`src/rtl/pgpio_pkg.sv`:
```
package pgpio_pkg;

  localparam int REG_W    = 32;
  localparam int HALF_W   = REG_W / 2;
  localparam int MAX_PINS = HALF_W / 2;

  // Four command bits of one pin, pulled out of a command word.
  typedef struct packed {
    logic go_in;   // bit 17+2n
    logic go_out;  // bit 16+2n
    logic drv_hi;  // bit 2n+1
    logic drv_lo;  // bit 2n
  } pin_cmd_t;

  // Four status bits of one pin, in the same order as the commands.
  typedef struct packed {
    logic is_in;
    logic is_out;
    logic in_lvl;
    logic lat_lvl;
  } pin_stat_t;

  function automatic int lo_pos(input int n);
    return 2 * n;
  endfunction

  function automatic int hi_pos(input int n);
    return HALF_W + 2 * n;
  endfunction

  function automatic pin_cmd_t cmd_of(input logic [REG_W-1:0] w, input int n);
    pin_cmd_t c;
    c.drv_lo = w[lo_pos(n)];
    c.drv_hi = w[lo_pos(n) + 1];
    c.go_out = w[hi_pos(n)];
    c.go_in  = w[hi_pos(n) + 1];
    return c;
  endfunction

  // Latch next state: drive-low takes priority over drive-high.
  function automatic logic next_lat(input logic cur, input logic lo, input logic hi);
    if (lo)      return 1'b0;
    else if (hi) return 1'b1;
    else         return cur;
  endfunction

  // Direction next state: make-input takes priority over make-output.
  function automatic logic next_oe(input logic cur, input logic go_o, input logic go_i);
    if (go_i)      return 1'b0;
    else if (go_o) return 1'b1;
    else           return cur;
  endfunction

  function automatic pin_stat_t stat_of(input logic lat, input logic oe, input logic in_s);
    pin_stat_t s;
    s.lat_lvl = lat;
    s.in_lvl  = in_s & ~oe;
    s.is_out  = oe;
    s.is_in   = ~oe;
    return s;
  endfunction

endpackage

```
`src/rtl/pgpio_sync.sv`:
```
module pgpio_sync #(
  parameter int WIDTH  = 8,
  parameter int STAGES = 2
) (
  input  logic             clk,
  input  logic             rst_n,
  input  logic [WIDTH-1:0] d,
  output logic [WIDTH-1:0] q
);
  logic [WIDTH-1:0] stage_q [STAGES];

  for (genvar s = 0; s < STAGES; s++) begin : g_stage
    always_ff @(posedge clk or negedge rst_n) begin
      if (!rst_n) begin
        stage_q[s] <= '0;
      end else if (s == 0) begin
        stage_q[s] <= d;
      end else begin
        stage_q[s] <= stage_q[(s == 0) ? 0 : s-1];
      end
    end
  end

  assign q = stage_q[STAGES-1];
endmodule

```
`src/rtl/pgpio_pin_cell.sv`:
```
module pgpio_pin_cell
  import pgpio_pkg::*;
(
  input  logic      clk,
  input  logic      rst_n,
  input  logic      wr_en,
  input  pin_cmd_t  cmd,
  input  logic      in_sync,
  output logic      lat_q,
  output logic      oe_q,
  output pin_stat_t stat
);
  logic lat_d;
  logic oe_d;

  always_comb begin
    lat_d = lat_q;
    oe_d  = oe_q;
    if (wr_en) begin
      lat_d = next_lat(lat_q, cmd.drv_lo, cmd.drv_hi);
      oe_d  = next_oe(oe_q, cmd.go_out, cmd.go_in);
    end
  end

  always_ff @(posedge clk or negedge rst_n) begin
    if (!rst_n) begin
      lat_q <= 1'b0;
      oe_q  <= 1'b0;
    end else begin
      lat_q <= lat_d;
      oe_q  <= oe_d;
    end
  end

  assign stat = stat_of(lat_q, oe_q, in_sync);
endmodule

```
`src/rtl/pgpio_rd_pack.sv`:
```
module pgpio_rd_pack
  import pgpio_pkg::*;
#(
  parameter int PIN_CNT = 8
) (
  input  pin_stat_t              stat [PIN_CNT],
  output logic [REG_W-1:0]       word
);
  for (genvar n = 0; n < MAX_PINS; n++) begin : g_slot
    if (n < PIN_CNT) begin : g_used
      assign word[2*n]            = stat[n].lat_lvl;
      assign word[2*n+1]          = stat[n].in_lvl;
      assign word[HALF_W+2*n]     = stat[n].is_out;
      assign word[HALF_W+2*n+1]   = stat[n].is_in;
    end else begin : g_empty
      assign word[2*n]            = 1'b0;
      assign word[2*n+1]          = 1'b0;
      assign word[HALF_W+2*n]     = 1'b0;
      assign word[HALF_W+2*n+1]   = 1'b0;
    end
  end
endmodule

```
`src/rtl/pgpio_pair_bank.sv`:
```
module pgpio_pair_bank
  import pgpio_pkg::*;
#(
  parameter int PIN_CNT     = 8,
  parameter int SYNC_STAGES = 2
) (
  input  logic               clk,
  input  logic               rst_n,
  input  logic               wr_en,
  input  logic [31:0]        wr_data,
  output logic [31:0]        rd_data,
  input  logic [PIN_CNT-1:0] pin_in,
  output logic [PIN_CNT-1:0] pin_out,
  output logic [PIN_CNT-1:0] pin_oe
);
  logic [PIN_CNT-1:0] in_sync;
  pin_cmd_t           cmd  [PIN_CNT];
  pin_stat_t          stat [PIN_CNT];

  // Named per-pin command events, visible to the checker.
  logic [PIN_CNT-1:0] evt_lo;
  logic [PIN_CNT-1:0] evt_hi;
  logic [PIN_CNT-1:0] evt_out;
  logic [PIN_CNT-1:0] evt_in;

  pgpio_sync #(.WIDTH(PIN_CNT), .STAGES(SYNC_STAGES)) u_sync (
    .clk   (clk),
    .rst_n (rst_n),
    .d     (pin_in),
    .q     (in_sync)
  );

  for (genvar n = 0; n < PIN_CNT; n++) begin : g_pin
    assign cmd[n]     = cmd_of(wr_data, n);
    assign evt_lo[n]  = wr_en & cmd[n].drv_lo;
    assign evt_hi[n]  = wr_en & cmd[n].drv_hi;
    assign evt_out[n] = wr_en & cmd[n].go_out;
    assign evt_in[n]  = wr_en & cmd[n].go_in;

    pgpio_pin_cell u_cell (
      .clk     (clk),
      .rst_n   (rst_n),
      .wr_en   (wr_en),
      .cmd     (cmd[n]),
      .in_sync (in_sync[n]),
      .lat_q   (pin_out[n]),
      .oe_q    (pin_oe[n]),
      .stat    (stat[n])
    );
  end

  pgpio_rd_pack #(.PIN_CNT(PIN_CNT)) u_pack (
    .stat (stat),
    .word (rd_data)
  );
endmodule

```
`config.mk`:
```
export PLATFORM = sky130hd
export DESIGN_NAME = pgpio_pair_bank
export DESIGN_NICKNAME = d
export VERILOG_FILES = /design/src/rtl/pgpio_pkg.sv /design/src/rtl/pgpio_sync.sv /design/src/rtl/pgpio_pin_cell.sv /design/src/rtl/pgpio_rd_pack.sv /design/src/rtl/pgpio_pair_bank.sv
export SDC_FILE = /design/constraint.sdc
export NUM_CORES = 1
export LEC_CHECK = 0
export BUFFER_PORTS_ARGS = -buffer_cell sky130_fd_sc_hd__buf_2
export CAP_MARGIN = 25
export CORE_UTILIZATION = 40
export DETAILED_ROUTE_END_ITERATION = 12
export PLACE_DENSITY = 0.89
export SYNTH_ARGS = -nofsm -noshare
export SYNTH_HDL_FRONTEND = slang
export SYNTH_SLANG_ARGS = --single-unit
```
`constraint.sdc`:
```
create_clock -name clk -period 1.25 [get_ports clk]
set_clock_uncertainty 0.2 [all_clocks]
set_input_delay 0.125 -clock clk [delete_from_list [all_inputs] [get_ports clk]]
set_output_delay 0.125 -clock clk [all_outputs]
set_load 0.05 [all_outputs]
```
## Yosys cells after proc, flatten, opt, wreduce, memory -nomap -nowiden

Cells that the tools add are included.

| word-level totals | value |
|---|---|
| bits in registers | 32 |
| bits of input ports | 43 |
| output and inout bits | 48 |
| word-level logic and storage cells | 98 |

| cells by class | value |
|---|---|
| mux-type cells | 32 |
| bitwise logic cells | 16 |
| reduce and logical (&&, ||, !) cells | 32 |

Operators by type and width:

| kind | number |
|---|---|
| 1-bit two-way mux | 32 |
| 2-bit AND reduction | 16 |
| 2-bit nonzero test | 16 |
| 1-bit bitwise AND | 8 |
| 1-bit inverter | 8 |

## Depth between registers and ports, before layout

Gate-level depths: netlist of run 1.

| depth | value |
|---|---|
| depth after elaboration | 2 |
| depth in mapped cells | 3 |
| depth with buffers taken out | 2 |

## Modules after synthesis

From an unflattened synthesis of run 1, not the netlist that was laid out.

| unflattened totals | value |
|---|---|
| cell total of the unflattened synthesis | 136 |
| area, all modules | 1461.4 µm² |

By module, submodules not included:

| module | times used | cells each | area each (µm²) | sequential area each (µm²) |
|---|---|---|---|---|
| pgpio_pin_cell | 8 | 10 | 95.1 | 50.0 |
| pgpio_sync | 1 | 24 | 460.4 | 400.4 |
| pgpio_rd_pack | 1 | 32 | 240.2 | 0.0 |

## Least setup slack after synthesis of run 1

OpenSTA, ideal clock, no wires.

| timing | value |
|---|---|
| path kind | reg2out |
| start | register g_pin[5].u_cell.oe_q |
| end | output rd_data[11] |
| arrival | 1.101 ns |
| path slack | -0.176 ns |
| stages on the path, launching flop included | 2 |
| buffers on the path | 0 |
| cell sequence | dfrtp_1 -> nor2b_1 |

| on the way | value |
|---|---|
| longest elaborated chain between the ends | 2 |

RTL lines:

| what | line | source |
|---|---|---|
| start, declared | pgpio_pin_cell.sv:10 | `output logic oe_q,` |
| start signal, assigned | pgpio_pin_cell.sv:28 | `oe_q <= 1'b0;` |
| start signal, assigned | pgpio_pin_cell.sv:31 | `oe_q <= oe_d;` |
| 1-bit inverter | pgpio_pkg.sv:57 | `s.in_lvl = in_s & ~oe;` |
| 1-bit bitwise AND | pgpio_pkg.sv:57 |  |
| end, declared | pgpio_pair_bank.sv:11 | `output logic [31:0] rd_data,` |

Every way passes these cells.

## Final worst setup path of run 1

| timing | value |
|---|---|
| start | register g_pin[0].u_cell.oe_q |
| end | output rd_data[1] |

| on the way | value |
|---|---|
| longest elaborated chain between the ends | 2 |

RTL lines:

| what | line |
|---|---|
| start, declared | pgpio_pin_cell.sv:10 |
| start signal, assigned | pgpio_pin_cell.sv:28 |
| start signal, assigned | pgpio_pin_cell.sv:31 |
| 1-bit inverter | pgpio_pkg.sv:57 |
| 1-bit bitwise AND | pgpio_pkg.sv:57 |

Every way passes these cells.

==> results_dict.tcl, run 1 <==
set metrics [dict create \
    power_density_nw_per_um2 1322 \
    timing.rr.start "g_pin[3].u_cell.lat_q" \
    hold_class "in2async" \
    switching_power_w 0.001308 \
    n_antenna_cell 0 \
    crit_slowest_cell "dfrtp_2" \
    insertion_delay_ns 0.33 \
    synth.yosys.seq_area_share_pct 61.19 \
    drive_gt1_share_pct 57.94 \
    finalCriticalPeriod_ns 1.478 \
    max-vdd-ir-drop_v 0.0008815 \
    r2r-end "g_pin[3].u_cell.lat_q" \
    pwr-share-seq_pct 36.7 \
    grt_pass1_vias 1362 \
    synth_area_um2 1309 \
    clkPwrFrac_pct 19.2 \
    status "finished, violations left" \
    wirelength_um 4557 \
    critPathKind "reg2out" \
    tightest_slew_ns 0.3332 \
    die_h_um 59.20 \
    root_buffer "clkbuf_4" \
    start_util_pct 42.52 \
    intPower_w 0.002047 \
    portBuffers 90 \
    setup-tns-final_ns -3.368 \
    firstDrtPassIters 4 \
    grtUsageTotal_pct 26.07 \
    synth_top_area_cell "dfrtp_1" \
    gp_routability_congestion 0.7209 \
    hold_viol_final 0 \
    numCtsBuffers 5 \
    p_sw_share_pct 38.98 \
    setup_violations 43 \
    grt-ovfl-total 0 \
    antenna_found_initial 0 \
    wl_per_cell_um 16.45 \
    mostFrequentLayoutCells "42 x dlygate4sd3_1, 42 x buf_2, 41 x buf_6" \
    rsz0062_at_grt "true" \
    rr_worst_depth 3 \
    chipWidth_um 59.20 \
    post-dp-hpwl_um 1794 \
    slowest_delay_ns 0.46 \
    violations "negative setup slack" \
    synth.distinct_cells 7 \
    critPathLaunchType "flop" \
    die-area_um2 3505 \
    route.antenna.remaining_nets 0 \
    whs_ns 0.07442 \
    relSlewSlack_pct 77.79 \
    end_kind "output port" \
    path_cells "nor2b_2 -> buf_6" \
    reg2reg_slack_ns 0.14 \
    io-pin-count 91 \
    power_frac_comb_pct 44.1 \
    cts_tree "yes" \
    clockBufferDepth 2 \
    design.core.area_um2 3078 \
    crit_arrival_ns 1.15 \
    fmax_mhz 676.7 \
    cp.required_ns 0.93 \
    crit_path_start "g_pin[0].u_cell.oe_q" \
    synth_warnings 0 \
    clkSlewWorstSetupHoldPaths_ns 0.09 \
    grt_pass1_wl_um 6196 \
    fin_nets 276 \
    period_share_pct 118.2 \
    crit_path_max_fanout 5 \
    leakage_nw 1.240 \
    dp.cells 216 \
    ys_ff_latch 32 \
    synth_nets 158 \
    vias 1293 \
    h-tree-depth 2 \
    finalNonFillerCells 277 \
    slew_violations 0 \
    area_growth_pct 93.88 \
    grt_max_degree 33 \
    cts_sinks 32 \
    drc 0 \
    drt_iter0_drc 54 \
    utilization_pct 82.44 \
    path_buf_inv 1 \
    yosysTopAreaCellShare_pct 61.19 \
    synth.avg_cell_area_um2 11.38 \
    critical-path-top-delay-family "flip-flops" \
    routed_via_density 4.668 \
    yosys-top-cells-area "dfrtp_1 61%, buf_4 18%, a21oi_1 12%" \
    postSynthCellCount 115 \
    worst_slack_ns -0.2278 \
    rows 20 \
    cap_viol_max_count 0 \
]
## registers in the layout (all words and copies together) (netlist names)
| signal | flops |
|---|---|
| g_pin.u_cell.oe_q | 8 |
| g_pin.u_cell.lat_q | 8 |
| u_sync.stage_q | 8 |
| u_sync.q | 8 |
## repair_timing
item	CTS	global route
setup endpoints to repair	48	49
buffers inserted	3	9
endpoints found under the hold margin	56	0
resized for setup	98	26
hold buffers	42	0
pin swaps	0	0
## how the worst max path moves through the flow
stage / end / slack [ns] / cells past startpoint
finish: rd_data[1] / -0.23 / 2
global route: rd_data[1] / -0.25 / 2
CTS: rd_data[9] / -0.16 / 2
detailed placement: rd_data[9] / 0.14 / 2
global placement: rd_data[9] / 0.14 / 2
floorplan: rd_data[11] / 0.07 / 1
## worst register-to-register path: stages, from the launching register on
cell	delay (ns)
dfrtp_1	0.43
buf_4	0.15
a21oi_1	0.14
a21oi_1	0.07
## Yosys cell counts (all sizes together)
cell    n
buf    35
nor2b   8
dfrtp  32
a21oi  32
inv     8
## kinds of logic (layout without fill, tap and decap cells)
family	Yosys count	count (layout)	synth area share, %
AND/OR/NAND/NOR	8	8	3.824
AO/OA/AOI/OAI	32	32	12.24
flip-flops	32	32	61.19
buffers and inverters	43	161	22.75
## layer usage
| metal | track usage, % | up-vias | share of wire [%] |
|---|---|---|---|
| met5 | 0 | - | 0 |
| met4 | 18.37 | 0 | 7.3 |
| met3 | 6.550 | 32 | 6.5 |
| met2 | 54.25 | 86 | 58 |
| met1 | 19.28 | 605 | 28 |
| li1 | - | 570 | - |
## power by group through the flow
stage,Sequential [W],Clock (W),Combinational [W]
6_report,0.00123,0.000645,0.00148
5_1_grt,0.00124,0.000701,0.00153
4_1_cts,0.00122,0.000652,0.00133
3_5_place_dp,0.00121,0,0.00100
3_3_place_gp,0.00120,0,0.000992
2_1_floorplan,0.00120,0,0.000909
## per-stage QoR
| step | setup WS [ns] | power, W | cell area [µm²] |
|---|---|---|---|
| after floorplan | 0.07427 | 0.002104 | 1329 |
| after global placement | 0.1378 | 0.002194 | 1607 |
| after detailed placement | 0.1376 | 0.002208 | 1607 |
| after CTS | -0.1612 | 0.003197 | 2406 |
| after global routing | -0.2533 | 0.003470 | 2537 |
| final | -0.2278 | 0.003355 | 2537 |
## area by class of cell
class	instances	area, µm²
clock buffer	7	65.06
multi-input combinational	40	234.0
inverter	8	30.03
fill	166	540.5
sequential	32	810.8
tap	44	55.05
timing repair buffer	146	1343
(Power assumes the default switching activity.)
==> run 2: changes to the inputs <==
CORE_UTILIZATION = 42   (was 40)
PLACE_DENSITY = 0.9   (was 0.89)
SYNTH_HIERARCHICAL = 1   (was not set)
==> run 2 against run 1 <==
The run still ends with negative setup slack left; core utilization fell by 10 points; worst setup slack improved by 0.049 ns; area after synthesis rose by 12%; flip-flop and latch count did not move; clock power fell by 7.9%; sequential share of layout area rose by 2.1 points; fmax rose by 3.4%; routed wire length fell by 21%; largest power group unchanged.
==> results_dict.tcl, run 2 <==
set metrics [dict create \
    grt_max_degree 33 \
    io-pin-count 91 \
    route.antenna.remaining_nets 0 \
    cp.required_ns 0.93 \
    synthTopCellsByCount "56 x buf_4, 32 x a21oi_1, 32 x dfrtp_1, 8 x inv_1, 8 x nor2b_1" \
    grtUsageTotal_pct 18.85 \
    muxShareOfSynthArea_pct 0 \
    finalPower_w 0.003193 \
    slowest_delay_ns 0.46 \
    relSlewSlack_pct 64.00 \
    synth_top_area_cell "dfrtp_1" \
    grt-ovfl-total 0 \
    critPathLaunchType "flop" \
    synth_nets 179 \
    status "finished, violations left" \
    crit_path_max_fanout 5 \
    drt_iter0_drc 29 \
    grt_pass1_wl_um 4836 \
    end_kind "output port" \
    hold_viol_final 0 \
    antenna_found_initial 0 \
    start_util_pct 43.79 \
    critical-path-top-delay-family "flip-flops" \
    vias 1159 \
    fin_nets 264 \
    fill_cells 229 \
    synth-edff-count 0 \
    leakage_nw 1.158 \
    finalCriticalPeriod_ns 1.429 \
    die_h_um 60.99 \
    placedInstanceArea_um2 1589 \
    root_buffer "clkbuf_4" \
    slew_violations 0 \
    path_buf_inv 1 \
    insertion_delay_ns 0.32 \
    synth.avg_cell_area_um2 10.75 \
    die-area_um2 3719 \
    portBuffers 90 \
    synthFlopType "dfrtp_1" \
    h-tree-depth 2 \
    wirelength_um 3581 \
    clkSlewWorstSetupHoldPaths_ns 0.09 \
    rows 21 \
    area_growth_pct 64.90 \
    design.core.area_um2 3337 \
    period_share_pct 114.3 \
    firstDrtPassIters 6 \
    wl_per_cell_um 13.36 \
    tightest_slew_ns 0.5400 \
    synthArstFlopShare_pct 100.0 \
    drc 0 \
    rsz0062_at_grt "true" \
    hold_class "in2async" \
    violations "negative setup slack" \
    worst_slack_ns -0.1785 \
    drive_gt1_share_pct 58.56 \
    cts_tree "yes" \
    synth_xor_area_share_pct 0 \
    numCtsBuffers 5 \
    synth_adder_area_share_pct 0 \
    crit_slowest_cell "dfrtp_2" \
    n_antenna_cell 0 \
    ys_ff_latch 32 \
    cts_sinks 32 \
    critPathKind "reg2out" \
    power_density_nw_per_um2 1325 \
    setup_violations 33 \
    cap_viol_max_count 0 \
    layout_commonest_cell "buf_2" \
    path_cells "nor2b_2 -> buf_6" \
    synth.distinct_cells 5 \
    synth_warnings 6 \
    mostFrequentLayoutCells "42 x buf_2, 41 x dlygate4sd3_1, 33 x buf_6" \
    whs_ns 0.02418 \
    routed_via_density 4.325 \
    synth_top_family_by_area "buffers and inverters" \
    synth_compound_area_share_pct 10.96 \
    crit_arrival_ns 1.10 \
    yosys-top-cells-area "dfrtp_1 55%, buf_4 29%, a21oi_1 11%" \
    grt_pass1_vias 1128 \
    stdcell_area_um2 2410 \
    yosysTopAreaCellShare_pct 54.79 \
    synth_area_um2 1461 \
    synth.yosys.seq_area_share_pct 54.79 \
    chipWidth_um 60.99 \
    gp_routability_congestion 0.6424 \
    fmax_mhz 700.0 \
    clockBufferDepth 2 \
    synth_simple_gate_area_share_pct 3.425 \
    yosysMostFrequentCell "buf_4" \
    postSynthCellCount 136 \
    max-vdd-ir-drop_v 0.0008421 \
]
## run 2: per-layer routing
layer | track usage, % | vias up | share of wire (%) | wire [µm]
met2 | 36.58 | 58 | 58 | 2086
met4 | 8.766 | 0 | 1.5 | 55
li1 | - | 549 | - | -
met5 | 0 | - | 0 | 0
met3 | 8.102 | 6 | 6.3 | 226
met1 | 16.37 | 546 | 34 | 1213
## run 2: layout make-up
class	count	area (µm²)	share of cell area (%)
Timing Repair Buffer	134	1207	50.10
Sequential cell	32	820.8	34.06
Multi-Input combinational cell	40	235.2	9.761
Clock buffer	8	58.81	2.440
Tap cell	46	57.56	2.388
Inverter	8	30.03	1.246
## run 2: cell families after synthesis
kind of cell | count (synthesis)
AOI/OAI and AO/OA | 32
buffers and inverters | 64
DFF | 32
and+or+nand+nor | 8
## run 2: metrics by stage
step	util [%]	worst slack (ns)	cells	setup TNS, ns
final	72.22	-0.1785	268	-2.378
after global routing	72.22	-0.2312	268	-4.481
after CTS	70.04	-0.1585	268	-2.844
after detailed placement	47.62	0.08691	217	0
after global placement	47.62	0.1186	217	0
after floorplan	-	0.06682	136	0
## run 2: worst reg2reg max path, delay by kind of cell, from the launching register on
family | cells | cell delay [ns]
buf+inv | 1 | 0.15
compound gates | 2 | 0.17
flops | 1 | 0.46
## run 2: repair_timing
item / CTS / global route
gates resized for setup: 90 / 30
endpoints found under the setup margin: 48 / 48
setup buffers: 2 / 0
endpoints found under the hold margin: 56 / 0
hold buffers: 41 / 0
## run 2: power breakdown
part / internal [W] / total [W] / switching [W]
Clock: 0.000277 / 0.000594 / 0.000316
Combinational: 0.000533 / 0.00137 / 0.000833
Sequential: 0.00113 / 0.00123 / 0.000102
Total: 0.00194 / 0.00319 / 0.00125
## run 2: worst paths after layout
check | to | startpoint | slack, ns | cells past startpoint
worst max-delay path | rd_data[7] | g_pin[3].u_cell/oe_q | -0.18 | 2
worst min-delay path | u_sync/stage_q[10] | rst_n | 0.02 | 2
worst max register to register | g_pin[4].u_cell/oe_q | g_pin[4].u_cell/oe_q | 0.14 | 3
worst min register to register | u_sync/q[1] | u_sync/stage_q[9] | 0.15 | 0
max in group asynchronous | g_pin[1].u_cell/oe_q | rst_n | 0.40 | 3
min in group clk | g_pin[6].u_cell/oe_q | wr_en | 0.12 | 2
==> run 3: changes to the inputs <==
CORE_UTILIZATION = 40   (was 42)
PLACE_DENSITY = 0.87   (was 0.9)
REMOVE_ABC_BUFFERS = 1   (was not set)
==> run 3 against run 2 <==
The flow still finishes with violations (negative setup slack); register-to-register slack got worse by 0.10 ns; fmax down 1.3%; core utilization increased by 3.3 points; global-route usage increased by 1.8 points; flip-flop and latch count did not move; critical path type unchanged; critical endpoint is now rd_data[9]; largest power group unchanged.
==> results_dict.tcl, run 3 (synthesized netlist as in run 2, its figures left out) <==
set metrics [dict create \
    clkPwrFrac_pct 18.2 \
    max-vdd-ir-drop_v 0.0007719 \
    wirelength_um 4072 \
    cp.required_ns 0.93 \
    cts_tree "yes" \
    design.core.area_um2 3416 \
    switching_power_w 0.001322 \
    grt_pass1_vias 1274 \
    power_frac_comb_pct 45.2 \
    finalCriticalPeriod_ns 1.447 \
    fin_nets 278 \
    stdcell_area_um2 2579 \
    io-pin-count 91 \
    numCtsBuffers 5 \
    vias 1236 \
    n_antenna_cell 0 \
    reg2reg_slack_ns 0.04 \
    gp_routability_congestion 0.7047 \
    critPathLaunchType "flop" \
    start_util_pct 42.78 \
    p_sw_share_pct 39.36 \
    setup_violations 41 \
    portBuffers 90 \
    chipWidth_um 62.45 \
    root_buffer "clkbuf_4" \
    grt_max_degree 33 \
    cts_sinks 32 \
    violations "negative setup slack" \
    end_kind "output port" \
    finalPower_w 0.003358 \
    leakage_nw 1.260 \
    setup-tns-final_ns -3.796 \
    critPathKind "reg2out" \
    pwr-share-seq_pct 36.6 \
    layout_commonest_cell "buf_2" \
    drt_iter0_drc 23 \
    area_growth_pct 76.46 \
    insertion_delay_ns 0.33 \
    route.antenna.remaining_nets 0 \
    drive_gt1_share_pct 58.90 \
    die_h_um 62.45 \
    r2r-end "g_pin[3].u_cell/oe_q" \
    mostFrequentLayoutCells "42 x buf_2, 41 x dlygate4sd3_1, 41 x buf_6" \
    antenna_found_initial 0 \
    crit_path_max_fanout 5 \
    intPower_w 0.002036 \
    rsz0062_at_grt "true" \
    relSlewSlack_pct 63.45 \
    utilization_pct 75.49 \
    post-dp-hpwl_um 1751 \
    rows 21 \
    timing.rr.start "g_pin[3].u_cell/oe_q" \
    grt_pass1_wl_um 5968 \
    power_density_nw_per_um2 1302 \
    rr_worst_depth 4 \
    status "finished, violations left" \
    crit_arrival_ns 1.12 \
    period_share_pct 115.7 \
    routed_via_density 4.383 \
    hold_class "in2async" \
    tightest_slew_ns 0.5483 \
    clkSlewWorstSetupHoldPaths_ns 0.10 \
    slew_violations 0 \
    drc 0 \
    worst_slack_ns -0.1968 \
    die-area_um2 3899 \
    grtUsageTotal_pct 20.61 \
    place_ws_ns 0.08301 \
    hold_viol_final 0 \
    grt-ovfl-total 0 \
    fmax_mhz 691.2 \
    placedInstanceArea_um2 1569 \
    h-tree-depth 2 \
    clockBufferDepth 2 \
    firstDrtPassIters 4 \
    cap_viol_max_count 0 \
    wl_per_cell_um 14.44 \
    fill_cells 217 \
]
-- run 3: power by group through the flow --
stage	Sequential (W)	Clock (W)	Combinational [W]
after floorplan	0.00162	0	0.000271
after global placement	0.00120	0	0.000975
after detailed placement	0.00120	0	0.000987
after CTS	0.00120	0.000629	0.00133
after global routing	0.00124	0.000680	0.00157
final	0.00123	0.000612	0.00152
-- run 3: worst max path at each step --
| stage | startpoint | to | slack (ns) | depth (start not counted) |
|---|---|---|---|---|
| after floorplan | g_pin[5].u_cell/oe_q | rd_data[11] | -0.67 | 1 |
| after global placement | g_pin[1].u_cell/oe_q | rd_data[3] | 0.13 | 2 |
| final | g_pin[4].u_cell/oe_q | rd_data[9] | -0.20 | 2 |
| after global routing | g_pin[4].u_cell/oe_q | rd_data[9] | -0.24 | 2 |
| after detailed placement | wr_en | g_pin[1].u_cell/lat_q | 0.08 | 3 |
| after CTS | g_pin[2].u_cell/oe_q | rd_data[5] | -0.19 | 2 |
-- run 3: layout make-up --
cell class | instances | area [µm²] | area share, %
Inverter | 8 | 30.03 | 1.164
Timing Repair Buffer | 148 | 1388 | 53.81
Sequential cell | 32 | 812.0 | 31.49
Tap cell | 46 | 57.56 | 2.232
Clock buffer | 6 | 51.30 | 1.989
Clock inverter | 2 | 10.01 | 0.3882
Multi-Input combinational cell | 40 | 230.2 | 8.928
-- run 3: stage by stage --
stage                     hold WS (ns)  instances
final                          0.02533        282
after global routing           0.05510        282
after CTS                     0.006430        274
after detailed placement       -0.1598        217
after global placement         -0.1570        217
after floorplan                -0.3706         80
-- run 3: repair_timing --
item                                    CTS  global route
hold buffers                             41             0
endpoints found under the setup margin   48            48
endpoints found under the hold margin    56             0
gates resized for setup                  87            56
setup buffers                             8             8
-- run 3: worst max-delay path, cell delays in order, from the launching register on --
cell and delay [ns]:
dfrtp_2 0.47, nor2b_2 0.15, buf_6 0.17
-- run 3: per-layer routing --
layer  vias to the layer above  routed length [µm]  track usage [%]  share of wire, %
li1                        579                   -                -                 -
met1                       574                1466            21.48                36
met3                        10                 374            9.124               9.2
met4                         0                  82            7.849               2.0
met2                        73                2149            36.14                53
met5                         -                   0                0                 0
